**src/rtl/crd_pkg.sv**
```systemverilog
// Shared constants and types for the command ring decoder.
// Assumes 32-bit command words and the opcode numbering listed here.
package crd_pkg;
    localparam logic [7:0] OPC_NOP  = 8'h00;
    localparam logic [7:0] OPC_IB   = 8'h04;
    localparam logic [7:0] OPC_LAST = 8'h10;

    localparam logic [1:0] SEL_BASE  = 2'd0;
    localparam logic [1:0] SEL_SIZE  = 2'd1;
    localparam logic [1:0] SEL_DBELL = 2'd2;
    localparam logic [1:0] SEL_WPTR  = 2'd3;

    localparam int DBELL_EN_BIT = 28;

    typedef enum logic [1:0] {PK_NOP, PK_IB, PK_EXEC, PK_BAD} pkt_kind_e;
    typedef enum logic [2:0] {ST_IDLE, ST_PICK, ST_REQ, ST_WAIT, ST_EXEC, ST_HALT} walk_st_e;
    typedef enum logic [1:0] {FK_HDR, FK_IBBASE, FK_IBSIZE} fetch_e;
endpackage

```
**src/rtl/crd_cfg_regs.sv**
```systemverilog
// Configuration registers: ring base, ring size, doorbell enable and write offset.
// Assumes AW <= 32, 8 <= PW <= 32. A size write is range-checked; a bad one is
// reported on size_fault and leaves the old size in place.
module crd_cfg_regs
    import crd_pkg::*;
#(
    parameter int AW = 32,
    parameter int PW = 16
) (
    input  logic          clk,
    input  logic          rst_n,
    input  logic          cfg_we,
    input  logic [1:0]    cfg_sel,
    input  logic [31:0]   cfg_wdata,
    output logic [AW-1:0] ring_base,
    output logic [PW-1:0] ring_mask,
    output logic          db_en,
    output logic [PW-1:0] wptr_nxt,
    output logic          kick,
    output logic          size_fault
);
    localparam logic [6:0] RESET_LOG2 = 7'd8;
    localparam logic [6:0] PW_LIM     = 7'(PW);

    logic [AW-1:0] base_q;
    logic [6:0]    log2_q;
    logic          db_en_q;
    logic [PW-1:0] wptr_q;
    logic [5:0]    fld;
    logic [6:0]    fld_p2;
    logic          fld_ok;

    // Decode the requested size field and judge its range.
    always_comb begin
        fld    = cfg_wdata[6:1];
        fld_p2 = {1'b0, fld} + 7'd2;
        fld_ok = (fld >= 6'd6) && (fld <= 6'd62) && (fld_p2 <= PW_LIM);
    end

    // Byte mask of the ring: one bit per offset bit below the size exponent.
    for (genvar gi = 0; gi < PW; gi++) begin : g_mask
        assign ring_mask[gi] = (32'(gi) < 32'(log2_q));
    end

    assign kick       = cfg_we && (cfg_sel == SEL_WPTR) && db_en_q;
    assign size_fault = cfg_we && (cfg_sel == SEL_SIZE) && !fld_ok;
    assign wptr_nxt   = kick ? (cfg_wdata[PW-1:0] & ring_mask) : wptr_q;
    assign ring_base  = base_q;
    assign db_en      = db_en_q;

    // Register updates from the write port.
    always_ff @(posedge clk) begin
        if (!rst_n) begin
            base_q  <= '0;
            log2_q  <= RESET_LOG2;
            db_en_q <= 1'b0;
            wptr_q  <= '0;
        end else begin
            wptr_q <= wptr_nxt;
            if (cfg_we && cfg_sel == SEL_BASE)  base_q  <= cfg_wdata[AW-1:0];
            if (cfg_we && cfg_sel == SEL_SIZE && fld_ok) log2_q <= fld_p2;
            if (cfg_we && cfg_sel == SEL_DBELL) db_en_q <= cfg_wdata[DBELL_EN_BIT];
        end
    end
endmodule

```
**src/rtl/crd_hdr_decode.sv**
```systemverilog
// Classifies a header word into no-op, indirect buffer, executable or bad.
// Pure combinational; an indirect buffer inside an indirect buffer is bad.
module crd_hdr_decode
    import crd_pkg::*;
(
    input  logic [31:0] hdr,
    input  logic        in_ib,
    output pkt_kind_e   kind,
    output logic [13:0] skip_dw
);
    logic [7:0] op;

    // Opcode classification.
    always_comb begin
        op = hdr[7:0];
        if (op == OPC_NOP)      kind = PK_NOP;
        else if (op == OPC_IB)  kind = in_ib ? PK_BAD : PK_IB;
        else if (op <= OPC_LAST) kind = PK_EXEC;
        else                    kind = PK_BAD;
    end

    assign skip_dw = hdr[29:16];
endmodule

```
**src/rtl/crd_walker.sv**
```systemverilog
// Ring / indirect-buffer walker: owns the read offsets, issues header and
// indirect-buffer payload reads, and hands executable packets out.
// Assumes one outstanding read and an executor that consumes payload itself.
// The ring size is assumed unchanged while the walker is busy.
module crd_walker
    import crd_pkg::*;
#(
    parameter int AW = 32,
    parameter int PW = 16,
    parameter int IW = 18
) (
    input  logic          clk,
    input  logic          rst_n,
    input  logic          kick,
    input  logic [PW-1:0] wptr_nxt,
    input  logic [AW-1:0] ring_base,
    input  logic [PW-1:0] ring_mask,
    input  logic          size_fault,
    input  logic          mem_rsp_valid,
    input  logic [31:0]   mem_rsp_data,
    input  pkt_kind_e     kind,
    input  logic [13:0]   skip_dw,
    input  logic          exe_done,
    input  logic [15:0]   exe_adv_dw,
    output logic          in_ib,
    output logic          mem_req_valid,
    output logic [AW-1:0] mem_req_addr,
    output logic          exe_valid,
    output logic [31:0]   exe_header,
    output logic [AW-1:0] exe_addr,
    output logic          busy,
    output logic          fault
);
    walk_st_e      st_q, st_d;
    fetch_e        fk_q, fk_d;
    logic [PW-1:0] rptr_q;
    logic [IW-1:0] ib_rptr_q, ib_wptr_q;
    logic [AW-1:0] ib_base_q;
    logic          in_ib_q;
    logic [31:0]   hdr_q;
    logic [AW-1:0] cur_addr;
    logic          adv_en, enter_ib, leave_ib, hdr_ld, ibbase_ld;
    logic [17:0]   adv_bytes;

    // Address of the next word on the active queue.
    assign cur_addr = in_ib_q ? (ib_base_q + AW'(ib_rptr_q))
                              : (ring_base + AW'(rptr_q));

    // Next state and pointer-advance decisions.
    always_comb begin
        st_d = st_q; fk_d = fk_q;
        adv_en = 1'b0; adv_bytes = '0;
        enter_ib = 1'b0; leave_ib = 1'b0; hdr_ld = 1'b0; ibbase_ld = 1'b0;
        case (st_q)
            ST_IDLE: if (kick) st_d = ST_PICK;
            ST_PICK: begin
                if (in_ib_q) begin
                    if (ib_rptr_q != ib_wptr_q) begin st_d = ST_REQ; fk_d = FK_HDR; end
                    else leave_ib = 1'b1;
                end else if (rptr_q != wptr_nxt) begin
                    st_d = ST_REQ; fk_d = FK_HDR;
                end else begin
                    st_d = ST_IDLE;
                end
            end
            ST_REQ: st_d = ST_WAIT;
            ST_WAIT: if (mem_rsp_valid) begin
                case (fk_q)
                    FK_HDR: begin
                        hdr_ld = 1'b1;
                        case (kind)
                            PK_NOP: begin
                                adv_en = 1'b1;
                                adv_bytes = {(16'(skip_dw) + 16'd1), 2'b00};
                                st_d = ST_PICK;
                            end
                            PK_IB: begin
                                adv_en = 1'b1; adv_bytes = 18'd4;
                                fk_d = FK_IBBASE; st_d = ST_REQ;
                            end
                            PK_EXEC: begin
                                adv_en = 1'b1; adv_bytes = 18'd4;
                                st_d = ST_EXEC;
                            end
                            default: st_d = ST_HALT;
                        endcase
                    end
                    FK_IBBASE: begin
                        ibbase_ld = 1'b1; adv_en = 1'b1; adv_bytes = 18'd4;
                        fk_d = FK_IBSIZE; st_d = ST_REQ;
                    end
                    default: begin
                        enter_ib = 1'b1; adv_en = 1'b1; adv_bytes = 18'd4;
                        st_d = ST_PICK;
                    end
                endcase
            end
            ST_EXEC: if (exe_done) begin
                adv_en = 1'b1; adv_bytes = {exe_adv_dw, 2'b00};
                st_d = ST_PICK;
            end
            default: st_d = ST_HALT;
        endcase
        if (size_fault) st_d = ST_HALT;
    end

    // State, fetch kind and captured header.
    always_ff @(posedge clk) begin
        if (!rst_n) begin
            st_q <= ST_IDLE; fk_q <= FK_HDR; hdr_q <= '0; ib_base_q <= '0;
        end else begin
            st_q <= st_d; fk_q <= fk_d;
            if (hdr_ld)    hdr_q     <= mem_rsp_data;
            if (ibbase_ld) ib_base_q <= mem_rsp_data[AW-1:0];
        end
    end

    // Ring offset (wrapping) and buffer offsets (linear).
    always_ff @(posedge clk) begin
        if (!rst_n) begin
            rptr_q <= '0; ib_rptr_q <= '0; ib_wptr_q <= '0; in_ib_q <= 1'b0;
        end else begin
            if (adv_en && !in_ib_q) rptr_q <= (rptr_q + PW'(adv_bytes)) & ring_mask;
            if (enter_ib) begin
                ib_rptr_q <= '0;
                ib_wptr_q <= {mem_rsp_data[IW-3:0], 2'b00};
                in_ib_q   <= 1'b1;
            end else begin
                if (adv_en && in_ib_q) ib_rptr_q <= ib_rptr_q + IW'(adv_bytes);
                if (leave_ib) in_ib_q <= 1'b0;
            end
        end
    end

    assign in_ib         = in_ib_q;
    assign mem_req_valid = (st_q == ST_REQ);
    assign mem_req_addr  = cur_addr;
    assign exe_valid     = (st_q == ST_EXEC);
    assign exe_header    = hdr_q;
    assign exe_addr      = cur_addr;
    assign busy          = (st_q != ST_IDLE) && (st_q != ST_HALT);
    assign fault         = (st_q == ST_HALT);
endmodule

```
**src/rtl/cmd_ring_decoder.sv**
```systemverilog
// Top of the command ring packet decoder: registers, header classifier and
// walker. Executes nothing itself beyond no-op skipping and buffer chaining.
module cmd_ring_decoder
    import crd_pkg::*;
#(
    parameter int AW            = 32,
    parameter int RING_LOG2_MAX = 16,
    parameter int IB_OFF_W      = 18
) (
    input  logic          clk,
    input  logic          rst_n,
    input  logic          cfg_we,
    input  logic [1:0]    cfg_sel,
    input  logic [31:0]   cfg_wdata,
    output logic          mem_req_valid,
    output logic [AW-1:0] mem_req_addr,
    input  logic          mem_rsp_valid,
    input  logic [31:0]   mem_rsp_data,
    output logic          exe_valid,
    output logic [7:0]    exe_opcode,
    output logic [7:0]    exe_subop,
    output logic [31:0]   exe_header,
    output logic [AW-1:0] exe_addr,
    input  logic          exe_done,
    input  logic [15:0]   exe_adv_dw,
    output logic          busy,
    output logic          fault
);
    localparam int PW = RING_LOG2_MAX;

    logic [AW-1:0] ring_base;
    logic [PW-1:0] ring_mask, wptr_nxt;
    logic          db_en, kick, size_fault, in_ib;
    pkt_kind_e     kind;
    logic [13:0]   skip_dw;

    crd_cfg_regs #(.AW(AW), .PW(PW)) u_regs (
        .clk(clk), .rst_n(rst_n), .cfg_we(cfg_we), .cfg_sel(cfg_sel),
        .cfg_wdata(cfg_wdata), .ring_base(ring_base), .ring_mask(ring_mask),
        .db_en(db_en), .wptr_nxt(wptr_nxt), .kick(kick), .size_fault(size_fault)
    );

    crd_hdr_decode u_dec (
        .hdr(mem_rsp_data), .in_ib(in_ib), .kind(kind), .skip_dw(skip_dw)
    );

    crd_walker #(.AW(AW), .PW(PW), .IW(IB_OFF_W)) u_walk (
        .clk(clk), .rst_n(rst_n), .kick(kick), .wptr_nxt(wptr_nxt),
        .ring_base(ring_base), .ring_mask(ring_mask), .size_fault(size_fault),
        .mem_rsp_valid(mem_rsp_valid), .mem_rsp_data(mem_rsp_data),
        .kind(kind), .skip_dw(skip_dw), .exe_done(exe_done),
        .exe_adv_dw(exe_adv_dw), .in_ib(in_ib), .mem_req_valid(mem_req_valid),
        .mem_req_addr(mem_req_addr), .exe_valid(exe_valid),
        .exe_header(exe_header), .exe_addr(exe_addr), .busy(busy), .fault(fault)
    );

    assign exe_opcode = exe_header[7:0];
    assign exe_subop  = exe_header[15:8];
endmodule

```
**config.mk**
```make
export PLATFORM = sky130hd
export DESIGN_NAME = cmd_ring_decoder
export DESIGN_NICKNAME = d
export VERILOG_FILES = /design/src/rtl/crd_pkg.sv /design/src/rtl/crd_cfg_regs.sv /design/src/rtl/crd_hdr_decode.sv /design/src/rtl/crd_walker.sv /design/src/rtl/cmd_ring_decoder.sv
export SDC_FILE = /design/constraint.sdc
export NUM_CORES = 1
export LEC_CHECK = 0
export ABC_AREA = 1
export CAP_MARGIN = 40
export CORE_MARGIN = 3
export CORE_UTILIZATION = 35
export DETAILED_ROUTE_END_ITERATION = 8
export DONT_BUFFER_PORTS = 1
export HOLD_SLACK_MARGIN = 0.03
export PLACE_DENSITY = 0.48
export SYNTH_ARGS = -nofsm -noshare
export SYNTH_HDL_FRONTEND = slang
export SYNTH_HIERARCHICAL = 1
export SYNTH_SLANG_ARGS = --single-unit
export TNS_END_PERCENT = 20
```
**constraint.sdc**
```tcl
create_clock -name clk -period 10.2 [get_ports clk]
set_input_delay 2.04 -clock clk [delete_from_list [all_inputs] [get_ports clk]]
set_output_delay 2.04 -clock clk [all_outputs]
set_load 0.03 [all_outputs]
```
==> results by group <==
Outcome
  • Status: complete, no violations

Pwr
  • PwrDens: 115 nW/um^2
  • Static Leak: 0.00600 uW
  • Clock share of power: 44.2%
  • Sw frac: 28.4%
  • Sw Pwr: 426 uW
  • P_int: 1070 uW
  • Combinational power share: 9.2%
  • Seq pwr share: 46.6%
  • IR drop worst, VDD: 0.117 mV

Timing
  • Slew headroom: 47.3%
  • Crit share post-route: 54.2%
  • Worst slew pin tran: 0.789 ns
  • Min Tclk post-route: 5.53 ns
  • Max Fclk: 0.181 GHz
  • Final setup vio count: 0
  • Worst Setup Slack, final: 4.67 ns
  • Setup tns final: 0 ns
  • Slew Limit Fails: 0
  • Clock skew: 0.0112 ns
  • RSZ-0062 raised after global routing: no
  • Hold WS: 0.443 ns
  • Fin. Hold Viols: 0

Routing
  • Final WL: 44.6 mm
  • Antenna-violating nets left: 0
  • Via Count: 12200
  • Avg WL per Cell: 19.3 um
  • 1st-pass router iterations: 8
  • Drt initial violations: 808
  • Post-route DRC: 0
  • Vias per Instance: 5.29

Critical path
  • CP most frequent cell: nand2_1
  • CP max stage delay: 0.46 ns
  • Worst path slowest cell: dfxtp_1
  • Bufs and invs on worst path: 2
  • CP arrival: 3.49 ns
  • Worst path required time: 8.16 ns
  • Max FO, Critical Path: 6
  • Cell family with most CP delay: simple AND/OR/NAND/NOR gates
  • Nature of the critical path endpoint: output pin
  • Startpoint Class: flip-flop
  • Reg2Reg Setup Slack: 6.23 ns
  • Critical setup path kind: flip-flop to output pin
  • Cell breakdown of the critical path: ha_1 > inv_1 > fa_1 > inv_1 > nand3_1 > nand2_1 > a21boi_1 > o21ai_1 > nand2_1 > nand2_1 > nand3_1 > nand2_1 > nand3_1 > nand2_1

Hold path
  • Hold crit path type: flip-flop to flip-flop

Global route
  • Largest net degree at the start of global routing: 133
  • First-pass GRT wire length: 68.6 mm
  • Vias in the first global route: 11500
  • Total grt overflow: 0
  • Initial antenna violation count: 4
  • All-Layer GR Usage: 23.1%

Clocking
  • CTS tree: done
  • Setup bufs post-CTS: 0
  • CTS sink cnt: 174
  • Max Buffers Root-to-Sink: 2
  • Worst-Skew Late Latency: 0.45 ns
  • Hold-fix buffers, CTS: 0
  • H-Tree Depth: 4
  • TritonCTS buffer count: 17
  • Worst-path clk slew: 0.07 ns
  • Root Driver: clkbuf_16
  • Post-cts resize count: 0

Synthesis
  • Post-synth cell types: 62
  • Syn Std Cell Area: 12500 um^2
  • Yosys top cell area share: 27.8%
  • Count of state elements after synthesis: 174
  • Sequential share of the synthesized area: 27.8%
  • Synth area leader: dfxtp_1
  • Synth Warn #: 6
  • Top-count cell post-synth: nand2_1
  • Mean Syn Cell Area: 6.51 um^2
  • Top cells by count, synth: 369 x nand2_1, 309 x nor2_1, 187 x o21ai_0
  • Async SR Flop Fraction: 0%
  • Mapped Nets: 2082
  • Synth area leaders: dfxtp_1 28%, nand2_1 11%, nor2_1 9.3%, o21ai_0 7.5%, ha_1 6.8%
  • Main synth FF type: dfxtp_1
  • Post-synth EDFFs: 0
  • Mapped Cells: 1923

Die
  • Die height: 195 um
  • Io pins: 203
  • Die footprint: 38100 um^2
  • Cell Rows: 68
  • Core area: 34900 um^2
  • Die width: 195 um
  • Initial core utilization: 35.9%

Cells and area
  • Multi-input logic area: 7620 um^2
  • Area Growth Syn to Fin: 4.22%
  • Share of cells above drive strength 1: 6.57%
  • Cell area after layout: 13000 um^2
  • Nets: 2002
  • Register area: 3480 um^2
  • Fillers: 3830

Place
  • Port Buffers: 0
  • Placement Cell Area: 12500 um^2
  • DP HPWL: 35.4 mm
  • RD Place Congestion: 0.926
  • Placement Setup Slack: 5.01 ns

Job
  • Max-Cap Viols: 0
layer usage:
layer | share of wire (%) | up-vias | track usage (%)
li1 | - | 6165 | -
met1 | 47 | 5650 | 32.2
met2 | 45 | 365 | 36.6
met3 | 6.7 | 46 | 4.45
met4 | 2.0 | 4 | 6.07
met5 | 0.063 | - | 0
sequential cells by signal, summed over array words and instances, names as in the netlist:
name and cells:
u_regs/ring_base 32, u_walk/ib_rptr_q 16, u_regs/log2_q 7, u_walk/rptr_q 16, u_walk/ib_wptr_q 16, u_walk/fk_q 2, u_walk/exe_header 32, u_regs/wptr_q 16
u_regs/db_en 1, u_walk/st_q 3, u_walk/in_ib 1, u_walk/ib_base_q 32
final timing paths:
kind / cells after the start / from / endpoint
worst max register to register: 19 / u_walk/in_ib / u_walk/ib_rptr_q[12]
worst min-delay path: 2 / u_regs/log2_q[6] / u_regs/log2_q[6]
worst min register to register: 2 / u_regs/log2_q[6] / u_regs/log2_q[6]
worst max-delay path: 14 / u_walk/ib_rptr_q[2] / exe_addr[30]
final cells by class:
class | instances | area share (%)
clock inverters | 11 | 0.940
multi-input cells | 1458 | 58.4
flip-flops and latches | 174 | 26.7
clock buffers | 21 | 3.45
repair buffers | 16 | 0.988
well taps | 455 | 4.37
diodes | 1 | 0.0192
inverters | 176 | 5.11
cell families after synthesis:
kind of cell | Yosys count | synth area share (%)
flip-flops | 174 | 27.8
buffers and inverters | 291 | 11.3
AND/OR/NAND/NOR | 910 | 31.6
adder cells (fa/ha/maj) | 72 | 7.44
XOR/XNOR | 41 | 2.87
AO/OA/AOI/OAI | 435 | 19.0
power groups by stage:
stage,registers (uW),clock network [uW],logic [uW]
finish,699,664,138
global route,701,706,151
CTS,699,684,138
detailed placement,715,0,137
global placement,715,0,137
floorplan,711,0,128
through the flow:
step           cells  power (uW)  util (%)
6_report        2312        1500      37.4
5_1_grt         2311        1560      37.4
4_1_cts         2311        1520      37.4
3_5_place_dp    2279         852      35.7
3_3_place_gp    2276         852      35.7
2_1_floorplan   1923         839         -
cells in the final DEF (no fill, tap or decap), drive strengths merged, types with 2 or more instances in the layout:
cell type  netlist  routed
clkinv           2       4
a31oi            7       7
buf             89      16
xor2            21      21
and2             3       3
clkinvlp         0       2
xnor2           20      20
nor4             6       6
nand3          120     120
o22ai            3       3
a31o             2       2
fa               4       4
a22o             2       2
o21a             3       3
a21oi          148     148
o211ai           7       7
a32o             5       5
dfxtp          174     174
clkbuf          26      21
ha              68      68
o31ai            3       3
nand2          376     376
o21bai           4       4
a211oi           4       4
a21o            15      15
inv            174     180
nor2           339     339
or2              9       9
a21boi           5       5
nand3b           3       3
nand4           31      31
nor3            21      21
o21ai          223     223
tightest hold or removal path, cell delays in order (launching register included):
cell     delay, ns
dfxtp_1       0.31
nand2_1       0.06
nor2_1        0.03
(Power assumes the default switching activity.)
